File: src/rtl/rxu_pkg.sv
package rxu_pkg;

   typedef enum logic [2:0] {
      S_IDLE,
      S_START,
      S_DATA,
      S_NINTH,
      S_PAR,
      S_STOP
   } rx_state_e;

   localparam logic [1:0] PAR_EVEN = 2'b10;
   localparam logic [1:0] PAR_ODD  = 2'b11;

   function automatic logic par_enabled(input logic [1:0] mode);
      return mode[1];
   endfunction

endpackage

File: src/rtl/rxu_bitsamp.sv
module rxu_bitsamp
   import rxu_pkg::*;
#(
   parameter int DATA_W = 8,
   parameter int OSR_N  = 16,
   parameter int OSR_D  = 8
) (
   input  logic              clk,
   input  logic              rst_n,
   input  logic              tick,
   input  logic              rxd,
   input  logic              cfg_double,
   input  logic [1:0]        cfg_par,
   input  logic              cfg_ninth,
   output logic              start_ok,
   output logic              done,
   output logic [DATA_W:0]   fr_data,
   output logic              fr_fe,
   output logic              fr_pe
);

   localparam int CNT_W = $clog2(OSR_N);
   localparam int IDX_W = (DATA_W > 1) ? $clog2(DATA_W) : 1;
   localparam logic [CNT_W-1:0] N_LAST = CNT_W'(OSR_N - 1);
   localparam logic [CNT_W-1:0] D_LAST = CNT_W'(OSR_D - 1);
   localparam logic [CNT_W-1:0] N_VOTE = CNT_W'(OSR_N / 2 + 1);
   localparam logic [CNT_W-1:0] D_VOTE = CNT_W'(OSR_D / 2 + 1);
   localparam logic [IDX_W-1:0] LAST_IDX = IDX_W'(DATA_W - 1);

   initial begin
      assert (OSR_D >= 4 && OSR_D < OSR_N) else $error("rxu_bitsamp: bad ratios");
      assert (DATA_W >= 5) else $error("rxu_bitsamp: DATA_W too small");
   end

   rx_state_e          st;
   logic [CNT_W-1:0]   cnt;
   logic [IDX_W-1:0]   bidx;
   logic [1:0]         hist;
   logic [DATA_W:0]    shreg;
   logic               par_acc;
   logic               pe_r;
   logic               fe_r;

   logic [CNT_W-1:0]   c_last;
   logic [CNT_W-1:0]   c_vote;
   logic               vote;
   logic               at_vote;
   logic               at_end;

   always_comb begin
      c_last  = cfg_double ? D_LAST : N_LAST;
      c_vote  = cfg_double ? D_VOTE : N_VOTE;
      vote    = (hist[1] & hist[0]) | (hist[1] & rxd) | (hist[0] & rxd);
      at_vote = (cnt == c_vote);
      at_end  = (cnt == c_last);
   end

   always_ff @(posedge clk) begin
      if (!rst_n) begin
         st       <= S_IDLE;
         cnt      <= '0;
         bidx     <= '0;
         hist     <= 2'b11;
         shreg    <= '0;
         par_acc  <= 1'b0;
         pe_r     <= 1'b0;
         fe_r     <= 1'b0;
         start_ok <= 1'b0;
         done     <= 1'b0;
      end else begin
         start_ok <= 1'b0;
         done     <= 1'b0;
         if (tick) begin
            hist <= {hist[0], rxd};
            cnt  <= at_end ? '0 : cnt + 1'b1;
            case (st)
               S_IDLE: begin
                  if (!rxd) begin
                     st      <= S_START;
                     cnt     <= CNT_W'(1);
                     shreg   <= '0;
                     par_acc <= 1'b0;
                     pe_r    <= 1'b0;
                  end
               end
               S_START: begin
                  if (at_vote) begin
                     if (vote) st <= S_IDLE;
                     else      start_ok <= 1'b1;
                  end
                  if (at_end) begin
                     st   <= S_DATA;
                     bidx <= '0;
                  end
               end
               S_DATA: begin
                  if (at_vote) begin
                     shreg[bidx] <= vote;
                     par_acc     <= par_acc ^ vote;
                  end
                  if (at_end) begin
                     if (bidx == LAST_IDX) begin
                        if (cfg_ninth)                 st <= S_NINTH;
                        else if (par_enabled(cfg_par)) st <= S_PAR;
                        else                           st <= S_STOP;
                     end else begin
                        bidx <= bidx + 1'b1;
                     end
                  end
               end
               S_NINTH: begin
                  if (at_vote) begin
                     shreg[DATA_W] <= vote;
                     par_acc       <= par_acc ^ vote;
                  end
                  if (at_end) st <= par_enabled(cfg_par) ? S_PAR : S_STOP;
               end
               S_PAR: begin
                  if (at_vote) pe_r <= par_acc ^ vote ^ (cfg_par == PAR_ODD);
                  if (at_end)  st <= S_STOP;
               end
               S_STOP: begin
                  if (at_vote) begin
                     fe_r <= ~vote;
                     done <= 1'b1;
                     st   <= S_IDLE;
                  end
               end
               default: st <= S_IDLE;
            endcase
         end
      end
   end

   assign fr_data = shreg;
   assign fr_fe   = fe_r;
   assign fr_pe   = pe_r;

   // a frame only begins from a low line sample
   p_start_low_r10: assert property (@(posedge clk) disable iff (!rst_n)
      (st == S_START && $past(st) == S_IDLE) |-> !$past(rxd));

   // a completed frame is reported only out of the stop-bit state
   p_done_from_stop_r2: assert property (@(posedge clk) disable iff (!rst_n)
      done |-> ($past(st) == S_STOP));

endmodule

File: src/rtl/rxu_fifo.sv
module rxu_fifo #(
   parameter int W     = 11,
   parameter int DEPTH = 2
) (
   input  logic         clk,
   input  logic         rst_n,
   input  logic         push,
   input  logic [W-1:0] din,
   input  logic         pop,
   output logic [W-1:0] dout,
   output logic         empty,
   output logic         full
);

   localparam int PTR_W = (DEPTH > 1) ? $clog2(DEPTH) : 1;
   localparam int CNT_W = $clog2(DEPTH + 1);
   localparam logic [PTR_W-1:0] P_LAST = PTR_W'(DEPTH - 1);
   localparam logic [CNT_W-1:0] C_FULL = CNT_W'(DEPTH);

   initial begin
      assert (DEPTH >= 2) else $error("rxu_fifo: DEPTH must be at least 2");
   end

   logic [W-1:0]     mem [DEPTH];
   logic [PTR_W-1:0] wp, rp;
   logic [CNT_W-1:0] cnt;
   logic             do_pop, do_push;

   assign empty   = (cnt == '0);
   assign full    = (cnt == C_FULL);
   assign do_pop  = pop && !empty;
   assign do_push = push && (!full || do_pop);
   assign dout    = mem[rp];

   always_ff @(posedge clk) begin
      if (do_push) mem[wp] <= din;
   end

   always_ff @(posedge clk) begin
      if (!rst_n) begin
         wp  <= '0;
         rp  <= '0;
         cnt <= '0;
      end else begin
         if (do_push) wp <= (wp == P_LAST) ? '0 : wp + 1'b1;
         if (do_pop)  rp <= (rp == P_LAST) ? '0 : rp + 1'b1;
         case ({do_push, do_pop})
            2'b10:   cnt <= cnt + 1'b1;
            2'b01:   cnt <= cnt - 1'b1;
            default: cnt <= cnt;
         endcase
      end
   end

   // the producer never pushes into a full queue without a pop
   p_no_overflow_r1: assert property (@(posedge clk) disable iff (!rst_n)
      push |-> (!full || pop));

   // a pop request on an empty queue leaves it empty
   p_empty_pop_r7: assert property (@(posedge clk) disable iff (!rst_n)
      (empty && pop && !push) |=> empty);

endmodule

File: src/rtl/serial_rx_unit.sv
module serial_rx_unit
   import rxu_pkg::*;
#(
   parameter int DATA_W      = 8,
   parameter int BUF_DEPTH   = 2,
   parameter int SYNC_STAGES = 2,
   parameter int OSR_N       = 16,
   parameter int OSR_D       = 8
) (
   input  logic              clk,
   input  logic              rst_n,
   input  logic              os_tick,
   input  logic              rxd,
   input  logic              cfg_double,
   input  logic [1:0]        cfg_par,
   input  logic              cfg_ninth,
   input  logic              cfg_mpcm,
   input  logic              irq_en,
   input  logic              gie,
   input  logic              rd_strobe,
   output logic [DATA_W:0]   rx_data,
   output logic              rx_fe,
   output logic              rx_pe,
   output logic              rx_dor,
   output logic              rx_avail,
   output logic              rx_irq
);

   localparam int EW = DATA_W + 3;

   logic rxd_s;

   generate
      if (SYNC_STAGES == 0) begin : g_nosync
         assign rxd_s = rxd;
      end else begin : g_sync
         logic [SYNC_STAGES-1:0] sr;
         always_ff @(posedge clk) begin
            if (!rst_n) begin
               sr <= '1;
            end else begin
               sr[0] <= rxd;
               for (int i = 1; i < SYNC_STAGES; i++) sr[i] <= sr[i-1];
            end
         end
         assign rxd_s = sr[SYNC_STAGES-1];
      end
   endgenerate

   logic            start_ok, fr_done, fr_fe, fr_pe;
   logic [DATA_W:0] fr_data;

   rxu_bitsamp #(.DATA_W(DATA_W), .OSR_N(OSR_N), .OSR_D(OSR_D)) u_samp (
      .clk        (clk),
      .rst_n      (rst_n),
      .tick       (os_tick),
      .rxd        (rxd_s),
      .cfg_double (cfg_double),
      .cfg_par    (cfg_par),
      .cfg_ninth  (cfg_ninth),
      .start_ok   (start_ok),
      .done       (fr_done),
      .fr_data    (fr_data),
      .fr_fe      (fr_fe),
      .fr_pe      (fr_pe)
   );

   logic          q_push, q_empty, q_full;
   logic [EW-1:0] q_din, q_dout, fr_ent, pend_q;
   logic          pend_v, dor_q;
   logic          do_pop, can_take, fr_keep, ovr_evt;

   assign fr_ent   = {fr_data, fr_fe, fr_pe};
   assign do_pop   = rd_strobe && !q_empty;
   assign can_take = !q_full || do_pop;
   assign fr_keep  = fr_done && !(cfg_mpcm && !fr_data[DATA_W]);
   assign ovr_evt  = start_ok && pend_v && q_full && !do_pop;

   always_comb begin
      q_push = 1'b0;
      q_din  = fr_ent;
      if (pend_v && can_take) begin
         q_push = 1'b1;
         q_din  = pend_q;
      end else if (fr_keep && can_take) begin
         q_push = 1'b1;
      end
   end

   rxu_fifo #(.W(EW), .DEPTH(BUF_DEPTH)) u_buf (
      .clk   (clk),
      .rst_n (rst_n),
      .push  (q_push),
      .din   (q_din),
      .pop   (rd_strobe),
      .dout  (q_dout),
      .empty (q_empty),
      .full  (q_full)
   );

   always_ff @(posedge clk) begin
      if (!rst_n) begin
         pend_v <= 1'b0;
         pend_q <= '0;
         dor_q  <= 1'b0;
      end else begin
         if (ovr_evt)                    pend_v <= 1'b0;
         else if (pend_v && can_take)    pend_v <= 1'b0;
         else if (fr_keep && !can_take) begin
            pend_v <= 1'b1;
            pend_q <= fr_ent;
         end
         if (ovr_evt)     dor_q <= 1'b1;
         else if (do_pop) dor_q <= 1'b0;
      end
   end

   assign rx_data  = q_dout[EW-1:2];
   assign rx_fe    = q_dout[1];
   assign rx_pe    = q_dout[0];
   assign rx_dor   = dor_q;
   assign rx_avail = !q_empty;
   assign rx_irq   = irq_en & gie & !q_empty;

   // a non-address frame in filter mode never reaches the queue
   p_filter_r9: assert property (@(posedge clk) disable iff (!rst_n)
      (fr_done && cfg_mpcm && !fr_data[DATA_W]) |-> !q_push);

   // the holding slot and a fresh frame never compete for the queue
   p_single_source_r1: assert property (@(posedge clk) disable iff (!rst_n)
      !(pend_v && fr_done));

   // a read with no simultaneous overrun clears the overrun flag
   p_dor_clear_r5: assert property (@(posedge clk) disable iff (!rst_n)
      (do_pop && !ovr_evt) |=> !rx_dor);

   // data stays available until it is read
   p_avail_hold_r7: assert property (@(posedge clk) disable iff (!rst_n)
      (rx_avail && !rd_strobe) |=> rx_avail);

endmodule

File: config.mk
export PLATFORM = sky130hd
export DESIGN_NAME = serial_rx_unit
export DESIGN_NICKNAME = d
export VERILOG_FILES = /design/src/rtl/rxu_pkg.sv /design/src/rtl/rxu_bitsamp.sv /design/src/rtl/rxu_fifo.sv /design/src/rtl/serial_rx_unit.sv
export SDC_FILE = /design/constraint.sdc
export NUM_CORES = 1
export LEC_CHECK = 0
export ABC_AREA = 1
export ABC_CLOCK_PERIOD_IN_PS = 1900
export BUFFER_PORTS_ARGS = -buffer_cell sky130_fd_sc_hd__buf_4
export CAP_MARGIN = 20
export CORE_UTILIZATION = 59
export DETAILED_ROUTE_END_ITERATION = 8
export GPL_TIMING_DRIVEN = 0
export PLACE_DENSITY_LB_ADDON = 0.12
export RECOVER_POWER = 25
export REMOVE_ABC_BUFFERS = 1
export SLEW_MARGIN = 20
export SYNTH_ARGS = -nofsm -noshare
export SYNTH_HDL_FRONTEND = slang
export SYNTH_SLANG_ARGS = --single-unit
export TNS_END_PERCENT = 50
File: constraint.sdc
create_clock -name clk -period 1.9 [get_ports clk]
set_input_delay 0.475 -clock clk [delete_from_list [all_inputs] [get_ports clk]]
set_output_delay 0.475 -clock clk [all_outputs]
set_load 0.02 [all_outputs]
==> flow_metrics.py, run 1 <==
metrics = {
    "sta": {
        "timing.slew.headroom_pct": 55.9,
        "hold_violations": 0,
        "finalCriticalPeriod_ps": 1820,
        "drv_slew": 0,
        "skew_ps": 6.15,
        "max_freq_mhz": 550,
        "worst_pin_slew_ps": 661,
        "setup_violations": 0,
        "rsz0062_at_grt": "false",
        "finalCritPeriodShare_pct": 95.7,
    },
    "synthesis": {
        "synth-seq-cells": 68,
        "syn_inst": 380,
        "seq_area_frac_synth_pct": 50.8,
        "yosys_warnings": 0,
        "synth_top_area_share_pct": 29.6,
        "ys_top_cells_by_area": "dfxtp_1 30%, edfxtp_1 21%, nand2_1 8.7%",
        "yosys.cell_types.count": 33,
        "syn_area_per_cell_um2": 8.19,
        "synthesis.area_mm2": 0.00311,
        "synth_largest_area_cell": "dfxtp_1",
    },
    "cts": {
        "cts_hold_buffers": 0,
        "clock-sinks": 68,
        "htree_levels": 3,
        "clk_pin_slew_ps": 70,
        "clock_latency_ps": 340,
        "tritoncts": "done",
        "root_buffer": "clkbuf_8",
        "clk_path_buf_depth": 2,
        "numCtsBuffers": 9,
    },
    "drt": {
        "via_per_inst": 5.07,
        "post-route-drc-count": 0,
        "wl_per_cell_um": 11.9,
        "drt-total-wl_mm": 5.69,
        "ant_nets": 0,
        "routed-via-count": 2429,
        "drt-pass1-iter-count": 4,
        "first_iter_violations": 119,
    },
    "critical_path": {
        "worst_path_dominant_cell_family": "flip-flops",
        "crit_chain": "mux2_2 > buf_4",
        "crit_fanout": 11,
        "crit_required_ps": 1420,
        "regToRegStartpoint": "u_samp.st[2]",
        "path_class": "flip-flop to output port",
        "critPathArrivalTime_ps": 1340,
        "worst-path-buf-inv": 1,
        "reg2reg_depth": 7,
        "startpoint_type": "flip-flop",
        "critPathMaxStageDelay_ps": 480,
        "crit_path_end_kind": "output port",
        "reg2reg_to": "u_samp.fr_data[2]",
        "slowest_stage": "dfxtp_2",
        "r2r_slack_ps": 200,
    },
    "run_status": {
        "outcome": "completed",
    },
    "floorplan": {
        "ios": 26,
        "die_h_um": 74.6,
        "die_area_mm2": 0.00557,
        "die_w_um": 74.6,
        "start_util_pct": 60.9,
        "rows": 26,
        "core-area_mm2": 0.00511,
    },
    "hold_path": {
        "hold_path_end": "g_sync.sr[0]",
        "hold_path_depth": 2,
        "hold_path_class": "input pin to flip-flop",
        "holdCritStartpoint": "rxd",
    },
    "place": {
        "gp_congestion": 0.885,
        "dp_cells": 463,
        "placed_area_mm2": 0.00333,
        "io_buffers": 25,
        "dp_hpwl_mm": 3.94,
    },
    "run": {
        "cap_violations": 0,
    },
    "finish": {
        "drive_gt1_share_pct": 15.9,
        "mostFrequentLayoutCells": "72 x nand2_1, 47 x inv_1, 45 x dfxtp_1, 44 x nor2_1, 39 x o21ai_0",
        "area_growth_pct": 13.8,
        "finalNetCount": 421,
        "antenna_cells": 0,
        "final_core_util_pct": 69.3,
        "stdcell_area_mm2": 0.00354,
        "final_common_cell": "nand2_1",
        "fin_cells": 479,
    },
    "pwr": {
        "ir_worst_vdd_mv": 0.718,
        "power_density_mw_per_mm2": 1040,
        "power.internal_mw": 2.53,
        "seqPwrFrac_pct": 44.0,
        "power_frac_clock_pct": 34.8,
        "comb_power_share_pct": 21.1,
        "switching_power_mw": 1.14,
        "power.leakage_nw": 1.56,
        "switching_share_pct": 31.0,
        "power_mw": 3.67,
    },
    "global_route": {
        "grt_pass1_wl_mm": 9.03,
        "grt_usage_pct": 21.5,
        "grt_max_degree": 26,
        "grt_pass1_vias": 2014,
        "antenna_found_initial": 0,
        "grt.overflow.total": 0,
    },
}
worst reg2reg max path: stages, from the launching register on:
cell and delay (ps):
dfxtp_1 380, inv_2 130, nand2_4 80, nor2_4 160, inv_2 130, nor3_2 470
nand2_1 120, a21oi_1 160
routing by layer:
layer  part of all wire, %  vias up  track usage [%]
met2                    47       42             34.3
met5                     0        -                0
met4                   1.5        0             9.43
li1                      -     1303                -
met1                    49     1075             28.6
met3                   3.2        9             4.02
state kept, by name (all words and copies together), names as in the netlist, 2 cells and up, named ones only:
register,flops
g_sync.sr,2
pend_q,11
u_buf.cnt,2
u_buf.mem,22
u_samp.bidx,3
u_samp.cnt,4
u_samp.fr_data,9
u_samp.hist,2
u_samp.st,3
synth_stat cells (all sizes together):
master,number
a2111oi,1
o21ai,40
xor2,1
a31oi,1
mux2,11
nand3,12
o22ai,1
edfxtp,22
nor4,1
o211ai,1
a2bb2oi,1
inv,50
clkbuf,8
or2,2
ha,5
nand2,76
nor2,48
a211oi,4
dfxtp,46
nand4,3
a21boi,1
nor3,10
a21oi,31
buf,4
layout make-up:
class	instances	area, µm²
clock buffer	9	124
fill	442	1570
sequential	68	1580
inverter	50	188
clock inverter	7	90.1
timing repair buffer	25	174
multi-input combinational	250	1290
tap	70	87.6
through the flow:
stage,setup WS (ps),hold WS (ps),TNS (ps)
finish,82.1,322,0
global route,12.9,320,0
CTS,-31.3,312,-31.3
detailed placement,-224,409,-4330
global placement,-154,402,-3350
floorplan,217,393,0
power groups by stage:
stage	registers, mW	logic (mW)	clock network [mW]
2_1_floorplan	1.63	0.632	0
3_3_place_gp	1.65	0.779	0
3_5_place_dp	1.65	0.781	0
4_1_cts	1.61	0.786	1.30
5_1_grt	1.62	0.877	1.35
6_report	1.61	0.775	1.28
repair_timing:
action,4_1_cts,5_1_grt
gates resized for setup,3,2
setup endpoints to repair,33,2
setup buffers,0,0
worst max path at each step:
stage,to,depth (start not counted),slack (ps)
global route,rx_fe,2,10
floorplan,u_buf.cnt[1],10,220
global placement,u_buf.mem[1][5],6,-150
finish,rx_data[8],2,80
CTS,u_buf.cnt[1],11,-30
detailed placement,u_buf.mem[1][9],6,-220
cell families (layout without fill, tap and decap cells):
logic type	after synthesis	in the layout	synth area share, %
adders and majority gates	5	5	2.01
buffers and inverters	62	91	7.68
muxes	11	11	3.98
xor gates and xnor gates	1	1	0.282
and+or+nand+nor	152	152	21.4
DFF	68	68	50.8
AOI/OAI and AO/OA	81	81	13.8
No activity file was read; power rests on OpenSTA's default activity.
==> inputs of run 2 (changes only) <==
BUFFER_PORTS_ARGS = -buffer_cell sky130_fd_sc_hd__buf_2   (was -buffer_cell sky130_fd_sc_hd__buf_4)
==> flow_metrics.py, run 2 (synthesis gave the netlist of run 1 again) <==
metrics = {
    "cts": {
        "clk_path_buf_depth": 2,
        "clk_pin_slew_ps": 70,
        "tritoncts": "done",
        "htree_levels": 3,
        "root_buffer": "clkbuf_8",
        "clock_latency_ps": 330,
        "numCtsBuffers": 9,
        "cts_hold_buffers": 0,
        "clock-sinks": 68,
    },
    "critical_path": {
        "critPathArrivalTime_ps": 1340,
        "crit_path_end_kind": "output port",
        "startpoint_type": "flip-flop",
        "crit_fanout": 11,
        "path_class": "flip-flop to output port",
        "crit_required_ps": 1420,
    },
    "global_route": {
        "grt_pass1_vias": 2102,
        "grt_usage_pct": 21.5,
        "grt.overflow.total": 0,
        "grt_max_degree": 26,
        "antenna_found_initial": 0,
        "grt_pass1_wl_mm": 9.00,
    },
    "pwr": {
        "ir_worst_vdd_mv": 0.657,
        "power.leakage_nw": 1.53,
        "power_mw": 3.32,
        "power_density_mw_per_mm2": 972,
    },
    "floorplan": {
        "die_w_um": 74.6,
        "core-area_mm2": 0.00511,
        "rows": 26,
        "die_area_mm2": 0.00557,
        "ios": 26,
        "die_h_um": 74.6,
        "start_util_pct": 60.9,
    },
    "finish": {
        "multi_input_area_mm2": 0.00128,
        "largest_register": "u_buf.mem",
        "fin_cells": 479,
        "stdcell_area_mm2": 0.00342,
        "finalNetCount": 421,
        "area_growth_pct": 10.0,
        "final-seq-area_mm2": 0.00158,
        "final_core_util_pct": 67.0,
        "largest_register_ffs": 22,
        "final_common_cell": "nand2_1",
        "drive_gt1_share_pct": 14.9,
        "mostFrequentLayoutCells": "74 x nand2_1, 47 x inv_1, 45 x nor2_1, 45 x dfxtp_1, 39 x o21ai_0",
        "n_fill_cell": 450,
        "antenna_cells": 0,
    },
    "drt": {
        "routed-via-count": 2460,
        "post-route-drc-count": 0,
        "via_per_inst": 5.14,
        "ant_nets": 0,
        "first_iter_violations": 126,
        "wl_per_cell_um": 11.5,
        "drt-total-wl_mm": 5.53,
        "drt-pass1-iter-count": 4,
    },
    "sta": {
        "finalCritPeriodShare_pct": 95.4,
        "max_freq_mhz": 551,
        "setup_ws_ps": 86.7,
        "hold_ws_ps": 329,
        "timing.slew.headroom_pct": 57.1,
        "tns_ps": 0,
        "hold_violations": 0,
        "worst_pin_slew_ps": 642,
        "rsz0062_at_grt": "false",
        "setup_violations": 0,
        "drv_slew": 0,
        "skew_ps": 6.48,
        "finalCriticalPeriod_ps": 1810,
    },
    "run_status": {
        "outcome": "completed",
    },
    "place": {
        "gp_congestion": 0.856,
        "placed_area_mm2": 0.00327,
        "dp_slack_ps": -215,
        "io_buffers": 25,
        "dp_cells": 463,
        "dp_hpwl_mm": 4.01,
    },
    "run": {
        "cap_violations": 0,
    },
    "hold_path": {
        "hold_path_class": "input pin to flip-flop",
    },
}
-- run 2: cell count changes in the layout (fill, tap and decap cells not counted), moves of 2 or more --
cell,delta
bufinv_16,-2
nand2_4,-2
buf_2,+22
nand2_1,+2
buf_4,-21
-- run 2: worst paths after layout --
kind	from	endpoint	slack [ps]	cells after the start
worst min register to register	g_sync.sr[0]	g_sync.sr[1]	420	1
worst max-delay path	flip-flop	rx_data[3]	90	2
worst max register to register	u_buf.cnt[1]	pend_q[7]	200	7
worst min-delay path	rxd	g_sync.sr[0]	330	2
-- run 2: cell type report --
cell class                 count  share of cell area, %
clock buffer                  11                   3.84
clock inverter                 5                  0.841
inverter                      50                   5.48
multi-input combinational    250                   37.4
sequential                    68                   46.3
tap                           70                   2.56
timing repair buffer          25                   3.58
-- run 2: power by group --
part	leakage (nW)	internal, mW	switching (mW)
clock	0.0768	0.465	0.510
sequential	0.627	1.54	0.0693
combinational	0.827	0.228	0.510
total	1.53	2.24	1.09
-- run 2: critical path: stages, from the launching register on --
cell and delay, ps:
dfxtp_2 470, mux2_2 370, buf_2 160
-- run 2: per-layer routing --
| layer | vias to the layer above | track usage [%] | wire (µm) |
|---|---|---|---|
| met1 | 1113 | 26.5 | 2670 |
| met4 | 0 | 9.01 | 88 |
| li1 | 1302 | - | - |
| met3 | 9 | 5.62 | 189 |
| met2 | 36 | 36.0 | 2580 |
| met5 | - | 0 | 0 |
-- run 2: repair_timing --
item                       in CTS  in global routing
setup buffers                   0                  0
gates resized for setup         3                  2
setup endpoints to repair      33                 12
==> inputs of run 3 (changes only) <==
RECOVER_POWER = 50   (was 25)
==> flow_metrics.py, run 3 (synthesis gave the netlist of run 1 again) <==
metrics = {
    "pwr": {
        "power_density_mw_per_mm2": 972,
        "switching_share_pct": 32.7,
        "seqPwrFrac_pct": 48.5,
        "power.leakage_nw": 1.52,
        "ir_worst_vdd_mv": 0.655,
        "power_frac_clock_pct": 29.4,
        "comb_power_share_pct": 22.1,
        "switching_power_mw": 1.09,
        "power.internal_mw": 2.24,
        "power_mw": 3.32,
    },
    "place": {
        "io_buffers": 25,
        "placed_area_mm2": 0.00327,
        "dp_hpwl_mm": 4.01,
        "gp_congestion": 0.856,
        "dp_slack_ps": -215,
        "dp_cells": 463,
    },
    "finish": {
        "fin_cells": 479,
        "area_growth_pct": 9.94,
        "finalNetCount": 421,
        "final_common_cell": "nand2_1",
        "drive_gt1_share_pct": 14.4,
        "largest_register": "u_buf.mem",
        "mostFrequentLayoutCells": "74 x nand2_1, 47 x inv_1, 45 x nor2_1, 45 x dfxtp_1, 39 x o21ai_0",
        "final_core_util_pct": 67.0,
        "stdcell_area_mm2": 0.00342,
        "antenna_cells": 0,
        "largest_register_ffs": 22,
        "n_fill_cell": 452,
    },
    "critical_path": {
        "startpoint_type": "flip-flop",
        "crit_required_ps": 1420,
        "crit_fanout": 11,
        "critPathArrivalTime_ps": 1340,
        "crit_path_end_kind": "output port",
        "path_class": "flip-flop to output port",
    },
    "sta": {
        "timing.slew.headroom_pct": 56.8,
        "rsz0062_at_grt": "false",
        "skew_ps": 6.40,
        "drv_slew": 0,
        "hold_violations": 0,
        "finalCriticalPeriod_ps": 1810,
        "setup_ws_ps": 85.1,
        "max_freq_mhz": 551,
        "hold_ws_ps": 329,
        "finalCritPeriodShare_pct": 95.5,
        "tns_ps": 0,
        "setup_violations": 0,
        "worst_pin_slew_ps": 647,
    },
    "global_route": {
        "grt.overflow.total": 0,
        "grt_max_degree": 26,
        "grt_usage_pct": 21.5,
        "grt_pass1_wl_mm": 9.00,
        "grt_pass1_vias": 2102,
        "antenna_found_initial": 0,
    },
    "drt": {
        "wl_per_cell_um": 11.6,
        "via_per_inst": 5.12,
        "first_iter_violations": 142,
        "post-route-drc-count": 0,
        "drt-pass1-iter-count": 4,
        "routed-via-count": 2451,
        "drt-total-wl_mm": 5.53,
        "ant_nets": 0,
    },
    "cts": {
        "numCtsBuffers": 9,
        "cts_hold_buffers": 0,
        "clk_path_buf_depth": 2,
        "tritoncts": "done",
        "clk_pin_slew_ps": 70,
        "clock_latency_ps": 330,
        "root_buffer": "clkbuf_8",
        "htree_levels": 3,
        "clock-sinks": 68,
    },
    "run": {
        "cap_violations": 0,
    },
    "floorplan": {
        "die_area_mm2": 0.00557,
        "die_w_um": 74.6,
        "core-area_mm2": 0.00511,
        "ios": 26,
        "start_util_pct": 60.9,
        "die_h_um": 74.6,
        "rows": 26,
    },
    "hold_path": {
        "hold_path_class": "input pin to flip-flop",
    },
    "run_status": {
        "outcome": "completed",
    },
}
[run 3: cell count changes in the layout (fill, tap and decap cells not counted), sizes merged]
cell and change:
buf -2, clkbuf +2
[run 3: final timing paths]
check | from | endpoint | slack (ps) | cells past startpoint
worst max-delay path | flip-flop | rx_data[3] | 90 | 2
worst min-delay path | rxd | g_sync.sr[0] | 330 | 2
worst max register to register | u_buf.cnt[1] | pend_q[7] | 200 | 7
worst min register to register | g_sync.sr[0] | g_sync.sr[1] | 420 | 1
[run 3: area by class of cell]
| type | instances | area [µm²] | share of cell area, % |
|---|---|---|---|
| sequential | 68 | 1580 | 46.3 |
| timing repair buffer | 25 | 120 | 3.51 |
| clock buffer | 11 | 131 | 3.84 |
| tap | 70 | 87.6 | 2.56 |
| clock inverter | 5 | 28.8 | 0.842 |
| inverter | 50 | 188 | 5.49 |
| multi-input combinational | 250 | 1280 | 37.5 |
[run 3: routing by layer]
layer  track usage [%]  up-vias  part of all wire [%]
met5                 0        -                     0
met4              9.01        0                   1.6
met3              5.62        9                   3.6
met2              36.0       37                    47
met1              26.5     1102                    48
li1                  -     1303                     -
[run 3: what timing repair did]
item,in CTS,in global routing
setup endpoints to repair,33,12
gates resized for setup,3,2
setup buffers,0,0
[run 3: power by group through the flow]
| stage | registers (mW) | clock network, mW | logic (mW) |
|---|---|---|---|
| after floorplan | 1.63 | 0 | 0.632 |
| after global placement | 1.65 | 0 | 0.770 |
| after detailed placement | 1.64 | 0 | 0.777 |
| after CTS | 1.61 | 1.00 | 0.781 |
| after global routing | 1.62 | 1.06 | 0.850 |
| final | 1.61 | 0.976 | 0.735 |
[run 3: worst max-delay path, cell delays in order (launching register included)]
cell and delay, ps:
dfxtp_2 470, mux2_2 370, buf_2 160
